## src/rtl/esop_literal_stage.sv

```systemverilog
module esop_literal_stage #(
    parameter int          N    = 5,
    parameter logic [N-1:0] MASK = '0
) (
    input  logic [N-1:0] x,
    input  logic         c1,
    output logic [N-1:0] lit
);
    for (genvar j = 0; j < N; j++) begin : g_lit
        assign lit[j] = x[j] ^ (c1 & MASK[j]);
    end
endmodule

```

## src/rtl/esop_and_stage.sv

```systemverilog
module esop_and_stage #(
    parameter int              N        = 5,
    parameter int              T        = 4,
    parameter logic [N*T-1:0]  POS_MASK = '0,
    parameter logic [N*T-1:0]  NEG_MASK = '0
) (
    input  logic [N-1:0] x,
    input  logic [N-1:0] lit,
    output logic [T-1:0] prod
);
    for (genvar t = 0; t < T; t++) begin : g_term
        logic [N-1:0] term_in;
        for (genvar j = 0; j < N; j++) begin : g_in
            // unused positions contribute a 1 to the product
            assign term_in[j] = (x[j]   | ~POS_MASK[t*N+j]) &
                                (lit[j] | ~NEG_MASK[t*N+j]);
        end
        assign prod[t] = &term_in;
    end
endmodule

```

## src/rtl/esop_xor_chain.sv

```systemverilog
module esop_xor_chain #(
    parameter int           W   = 4,
    parameter logic [W-1:0] USE = '1
) (
    input  logic         seed,
    input  logic [W-1:0] v,
    output logic         y
);
    // linear cascade: one XOR per used position, seed at the head
    always_comb begin
        logic acc;
        acc = seed;
        for (int i = 0; i < W; i++) begin
            acc = acc ^ (v[i] & USE[i]);
        end
        y = acc;
    end
endmodule

```

## src/rtl/esop_obs_and.sv

```systemverilog
module esop_obs_and #(
    parameter int           N    = 5,
    parameter logic [N-1:0] MASK = '0
) (
    input  logic [N-1:0] x,
    output logic         y
);
    assign y = (|MASK) & (&(x | ~MASK));
endmodule

```

## src/rtl/esop_selftest_net.sv

```systemverilog
module esop_selftest_net #(
    parameter int             N        = 5,
    parameter int             T        = 4,
    parameter logic [N*T-1:0] POS_MASK = 20'b10101_11000_01110_10001,
    parameter logic [N*T-1:0] NEG_MASK = 20'b00000_00010_00000_00010
) (
    input  logic [N-1:0] x,
    input  logic         c1,
    input  logic         c2,
    output logic         f,
    output logic         o1,
    output logic         o2
);
    function automatic logic [N-1:0] neg_inputs(input logic [N*T-1:0] m);
        logic [N-1:0] r;
        r = '0;
        for (int t = 0; t < T; t++) r = r | m[t*N +: N];
        return r;
    endfunction

    function automatic int ones(input logic [N-1:0] v);
        int c;
        c = 0;
        for (int j = 0; j < N; j++) c = c + int'(v[j]);
        return c;
    endfunction

    function automatic logic [N-1:0] even_true_inputs(input logic [N*T-1:0] p,
                                                      input logic [N*T-1:0] n);
        logic [N-1:0] r;
        logic [N-1:0] ng;
        int           c;
        ng = neg_inputs(n);
        r  = '0;
        for (int j = 0; j < N; j++) begin
            c = 0;
            for (int t = 0; t < T; t++) c = c + int'(p[t*N+j]);
            r[j] = !ng[j] && (c > 0) && (c % 2 == 0);
        end
        return r;
    endfunction

    localparam logic [N-1:0] LIT_MASK  = neg_inputs(NEG_MASK);
    localparam int           LIT_COUNT = ones(LIT_MASK);
    localparam logic         PAR_FIX   = (LIT_COUNT % 2 == 0);
    localparam logic [N-1:0] O2_MASK   = even_true_inputs(POS_MASK, NEG_MASK);

    logic [N-1:0] lit_vec;
    logic [T-1:0] prod_vec;
    logic         chk_seed;

    esop_literal_stage #(.N(N), .MASK(LIT_MASK)) u_lit (
        .x(x), .c1(c1), .lit(lit_vec)
    );

    esop_and_stage #(.N(N), .T(T), .POS_MASK(POS_MASK), .NEG_MASK(NEG_MASK)) u_and (
        .x(x), .lit(lit_vec), .prod(prod_vec)
    );

    esop_xor_chain #(.W(T), .USE({T{1'b1}})) u_lin (
        .seed(c2), .v(prod_vec), .y(f)
    );

    // parity-fix gate: present only for an even number of complementing gates
    assign chk_seed = c1 & PAR_FIX;

    esop_xor_chain #(.W(N), .USE(LIT_MASK)) u_chk (
        .seed(chk_seed), .v(lit_vec), .y(o1)
    );

    esop_obs_and #(.N(N), .MASK(O2_MASK)) u_obs (
        .x(x), .y(o2)
    );

    always_comb begin
        assert_o1_parity_R4: assert (o1 == ((^(x & LIT_MASK)) ^ c1))
            else $error("o1 parity mismatch");
        assert_o2_inputs_R5: assert (!o2 || ((x & O2_MASK) == O2_MASK))
            else $error("o2 high with a selected input low");
        if (!c1) begin
            assert_true_lits_R2: assert (lit_vec == x)
                else $error("literal stage not transparent with c1 low");
        end
        if (!c1 && x == '0) begin
            assert_zero_data_R2: assert (f == c2)
                else $error("f differs from c2 with zero data");
        end
        if (!c1 && x == '1) begin
            assert_ones_data_R3: assert (f == (c2 ^ T[0]))
                else $error("f differs from c2 xor term parity with all-one data");
        end
    end
endmodule

```

## config.mk

```make
export PLATFORM = sky130hd
export DESIGN_NAME = esop_selftest_net
export DESIGN_NICKNAME = d
export VERILOG_FILES = /design/src/rtl/esop_literal_stage.sv /design/src/rtl/esop_and_stage.sv /design/src/rtl/esop_xor_chain.sv /design/src/rtl/esop_obs_and.sv /design/src/rtl/esop_selftest_net.sv
export SDC_FILE = /design/constraint.sdc
export NUM_CORES = 1
export LEC_CHECK = 0
export ABC_AREA = 1
export ABC_CLOCK_PERIOD_IN_PS = 1290
export BUFFER_PORTS_ARGS = -buffer_cell sky130_fd_sc_hd__buf_2
export CAP_MARGIN = 5
export CORE_AREA = 2 2 39 41
export DETAILED_ROUTE_END_ITERATION = 7
export DIE_AREA = 0 0 41 43
export GPL_ROUTABILITY_DRIVEN = 0
export PLACE_DENSITY_LB_ADDON = 0.15
export SLEW_MARGIN = 30
export SYNTH_ARGS = -nofsm -noshare
export SYNTH_HDL_FRONTEND = slang
export SYNTH_SLANG_ARGS = --single-unit
```

## constraint.sdc

```tcl
create_clock -name vclk -period 1.29
set_input_delay 0.258 -clock vclk [all_inputs]
set_output_delay 0.258 -clock vclk [all_outputs]
set_load 0.05 [all_outputs]
```

==> results of run 1 <==
## cells by family (layout without fill, tap and decap cells)
kind of cell	count (synthesis)	count (layout)	synth area share [%]
AOI/OAI and AO/OA	1	1	3.505
buffers and inverters	8	21	21.05
and+or+nand+nor	24	24	75.44
## stage by stage
stage	hold slack (ns)	util, %	setup TNS, ns
2_1_floorplan	0.6710	-	0
3_3_place_gp	0.9707	20.43	-0.2377
3_5_place_dp	0.9728	20.43	-0.2367
4_1_cts	0.9451	25.77	-0.08781
5_1_grt	0.9682	29.48	-0.1379
6_report	0.9457	29.48	-0.08006
## how the worst min path moves through the flow
stage | startpoint | to | cells past startpoint
global placement | x[3] | o2 | 3
detailed placement | x[3] | o2 | 3
floorplan | x[1] | o1 | 2
global route | x[3] | o2 | 3
finish | x[3] | o2 | 3
CTS | x[3] | o2 | 3
## power breakdown
part,total [mW],switching [mW],internal [mW]
logic,0.170,0.0955,0.0748
clock network,0,0,0
registers,0,0,0
total,0.170,0.0955,0.0748
## layout make-up
class / instances / area share (%)
inverter: 8 / 13.19
multi-input combinational: 25 / 49.69
tap: 16 / 4.908
timing repair buffer: 13 / 32.21
## what timing repair did
item / CTS / global route
gates resized for setup: 19 / 15
gates cloned: 0 / 0
pin swaps: 9 / 10
hold buffers: 0 / 0
setup endpoints to repair: 1 / 1
## layout by cell type, fill, tap and decap left out
master and n:
clkinv_8 1, a21oi_4 1, and3_1 1, inv_2 4, buf_8 1, nand3_2 4
nand2_8 3, nand2_2 6, buf_6 3, nand4_1 1, inv_1 1, nand3_1 2
nand2_1 7, buf_2 4, buf_4 3, clkinvlp_4 1, inv_8 1, buf_12 2
## per-layer routing
metal  part of all wire (%)  track usage [%]  up-vias
met5                      0                0        -
met4                      0                0        0
met3                    8.3                0        0
met2                     51            11.56        8
met1                     41            8.228      106
li1                       -                -      132
## synthesized netlist by cell type (all sizes together)
| library cell | count |
|---|---|
| nand2 | 16 |
| inv | 8 |
| nand3 | 6 |
| a21oi | 1 |
| and3 | 1 |
| nand4 | 1 |
## critical path, cell delays in order
cell	delay, ns
buf_12	0.12
clkinv_8	0.05
nand2_8	0.06
a21oi_4	0.14
nand2_2	0.07
nand2_1	0.05
nand2_1	0.06
nand2_2	0.07
clkinvlp_4	0.08
buf_8	0.15
==> flow_metrics.py, run 1 <==
metrics = {
    "status": {
        "status": "finished with violations",
        "violations": "setup timing",
    },
    "clock_network": {
        "cts_setup_buffers": 0,
    },
    "sta": {
        "setup_violations": 1,
        "period_minus_slack_ns": 1.370,
        "tightest_slew_ns": 0.2489,
        "drv_slew": 0,
        "fmax_ghz": 0.7299,
        "hold_violations": 0,
        "final.period_utilization_pct": 106.2,
        "rsz0062_at_grt": "yes",
        "slew-limit-headroom_pct": 83.52,
        "setup_slack_ns": -0.08006,
    },
    "drt": {
        "drtPass1Iterations": 2,
        "routed_wl_um": 528,
        "ant_nets": 0,
        "drc": 0,
        "wl_per_cell_um": 8.516,
        "num_vias": 246,
        "viasPerCell": 3.968,
        "drt_iter0_drc": 3,
    },
    "logic_synthesis": {
        "yosys-top-cells-area": "nand2_1, nand3_1, inv_1, nand2_2, and3_1",
        "syn_nets": 40,
        "yosysWarnings": 0,
        "yosysSeqAreaShare_pct": 0,
        "synth_top_area_share_pct": 36.84,
        "ys_types": 7,
        "synth_cells": 33,
        "netlist_area_um2": 142.6,
        "synth.largest_area_cell": "nand2_1",
        "avgSynthCellArea_um2": 4.322,
    },
    "die": {
        "rows": 14,
        "die_area_um2": 1763,
        "io_pins": 10,
        "die_x_um": 41,
        "die_y_um": 43,
        "core_area_um2": 1384,
        "initial_utilization_pct": 10.31,
    },
    "setup_path": {
        "startpoint": "c1",
        "required_ns": 1.03,
        "path_class": "in -> out",
        "crit_arrival_ns": 1.11,
        "cp_max_fo": 3,
        "endpoint": "f",
        "endpoint_kind": "output pin",
        "start_kind": "input port",
    },
    "global_routing": {
        "grt_max_degree": 6,
        "grt_pass1_vias": 220,
        "grt_antenna_before_repair": 0,
        "grt_pass1_wl_um": 834,
        "grt_overflow": 0,
        "grtUsageTotal_pct": 6.294,
    },
    "cells_and_area": {
        "multi_input_area_um2": 202.7,
        "n_sequential_cell": 0,
        "fin_nets": 55,
        "fillers": 168,
        "drive_gt1_share_pct": 73.91,
        "fin_area_um2": 407.9,
        "syn_to_final_growth_pct": 186.0,
        "layout.area.seq_um2": 0,
        "finalNonFillerCells": 62,
        "clock_buffers": 0,
        "n_antenna_cell": 0,
    },
    "placed_design": {
        "place_area_um2": 282.8,
        "numPlacedInstances": 62,
        "portBuffers": 10,
        "hpwl_um": 409.6,
        "pre_cts_ws_ns": -0.2367,
    },
    "job": {
        "drv_cap": 0,
    },
    "pwr": {
        "fin_total_pwr_mw": 0.1704,
        "leakage_nw": 0.1912,
        "peakVddDrop_mv": 0.1436,
        "p_per_area_nw_per_um2": 417.7,
    },
    "hold_path": {
        "hold_class": "in -> out",
    },
}
No activity file was read; power rests on OpenSTA's default activity.
==> run 2, diff against run 1 <==
--- a/config.mk
+++ b/config.mk
@@ -14,6 +14,7 @@
 export DIE_AREA = 0 0 41 43
 export GPL_ROUTABILITY_DRIVEN = 0
 export PLACE_DENSITY_LB_ADDON = 0.15
+export SETUP_SLACK_MARGIN = 0.5
 export SLEW_MARGIN = 30
 export SYNTH_ARGS = -nofsm -noshare
 export SYNTH_HDL_FRONTEND = slang
==> flow_metrics.py, run 2 (synthesis results as in run 1) <==
metrics = {
    "cells_and_area": {
        "fin_nets": 55,
        "n_sequential_cell": 0,
        "layout_commonest_cell": "nand2_1",
        "syn_to_final_growth_pct": 214.9,
        "drive_gt1_share_pct": 76.09,
        "final_cell_mix": "nand2_1, nand2_2, nand3_2",
        "n_antenna_cell": 0,
        "layout.area.seq_um2": 0,
        "clock_buffers": 0,
    },
    "sta": {
        "rsz0062_at_grt": "yes",
        "setup_slack_ns": -0.08258,
        "hold_violations": 0,
        "final.period_utilization_pct": 106.4,
        "holdWs_ns": 0.9182,
        "drv_slew": 0,
        "slew-limit-headroom_pct": 93.20,
        "setup_violations": 1,
        "tightest_slew_ns": 0.1020,
        "fmax_ghz": 0.7286,
        "period_minus_slack_ns": 1.373,
    },
    "die": {
        "io_pins": 10,
        "die_x_um": 41,
        "core_area_um2": 1384,
        "rows": 14,
        "die_area_um2": 1763,
        "initial_utilization_pct": 10.31,
        "die_y_um": 43,
    },
    "setup_path": {
        "crit_arrival_ns": 1.11,
        "start_kind": "input port",
        "required_ns": 1.03,
        "endpoint_kind": "output pin",
        "path_class": "in -> out",
        "cp_max_fo": 3,
    },
    "pwr": {
        "p_clk_share_pct": 0,
        "swShare_pct": 52.68,
        "switching_power_mw": 0.09717,
        "fin_total_pwr_mw": 0.1845,
        "p_per_area_nw_per_um2": 410.7,
        "p_comb_share_pct": 100.0,
        "p_int_mw": 0.08730,
        "seqPwrFrac_pct": 0,
        "peakVddDrop_mv": 0.1334,
        "leakage_nw": 0.2048,
    },
    "drt": {
        "drt_iter0_drc": 0,
        "ant_nets": 0,
        "routed_wl_um": 474,
        "num_vias": 242,
        "wl_per_cell_um": 7.645,
        "drc": 0,
        "viasPerCell": 3.903,
        "drtPass1Iterations": 1,
    },
    "clock_network": {
        "ctsHoldBuffers": 0,
        "cts_setup_buffers": 0,
    },
    "hold_path": {
        "hold_class": "in -> out",
    },
    "placed_design": {
        "portBuffers": 10,
        "hpwl_um": 417.3,
    },
    "global_routing": {
        "grtUsageTotal_pct": 5.894,
        "grt_max_degree": 6,
        "grt_pass1_vias": 209,
        "grt_antenna_before_repair": 0,
        "grt_pass1_wl_um": 765,
        "grt_overflow": 0,
    },
    "status": {
        "status": "finished with violations",
        "violations": "setup timing",
    },
    "job": {
        "drv_cap": 0,
    },
}
## run 2: power groups by stage
stage / logic (mW) / clock network [mW] / registers (mW)
after floorplan: 0.0826 / 0 / 0
after global placement: 0.127 / 0 / 0
after detailed placement: 0.126 / 0 / 0
after CTS: 0.173 / 0 / 0
after global routing: 0.197 / 0 / 0
final: 0.184 / 0 / 0
## run 2: per-stage QoR
stage	setup slack [ns]	util [%]	instances	TNS, ns	area (um2)
2_1_floorplan	0.01069	-	33	0	214.0
3_3_place_gp	-0.2742	22.15	62	-0.2742	306.5
6_report	-0.08258	32.46	62	-0.08258	449.2
3_5_place_dp	-0.2741	22.15	62	-0.2741	306.5
5_1_grt	-0.1562	32.46	62	-0.1562	449.2
4_1_cts	-0.08473	29.39	62	-0.08473	406.6
## run 2: repair_timing
| item | CTS | global route |
|---|---|---|
| gates resized for setup | 27 | 13 |
| endpoints found under the hold margin | 0 | 0 |
| pin swaps | 7 | 10 |
| endpoints found under the setup margin | 3 | 3 |
## run 2: area by class of cell
cell class / instances / area (um2)
fill: 156 / 934.6
tap: 16 / 20.02
multi-input combinational: 25 / 210.2
inverter: 8 / 53.80
timing repair buffer: 13 / 165.2
## run 2: path summary, 6_finish.rpt
kind | startpoint | end | depth (start not counted)
hold / removal | x[2] | o2 | 3
setup / recovery | c1 | f | 10
## run 2: per-layer routing
layer,global-route usage [%],vias to the layer above,wire [um]
li1,-,130,-
met1,7.911,104,190
met2,10.63,8,243
met3,0,0,41
met4,0,0,0
met5,0,-,0
## run 2: critical path, cell delays in order
cell and delay [ns]:
buf_12 0.12, inv_8 0.06, nand2_8 0.05, a21oi_2 0.14, nand2_2 0.07, nand2_1 0.05, nand2_1 0.06, nand2_2 0.07
clkinvlp_4 0.08, buf_8 0.15
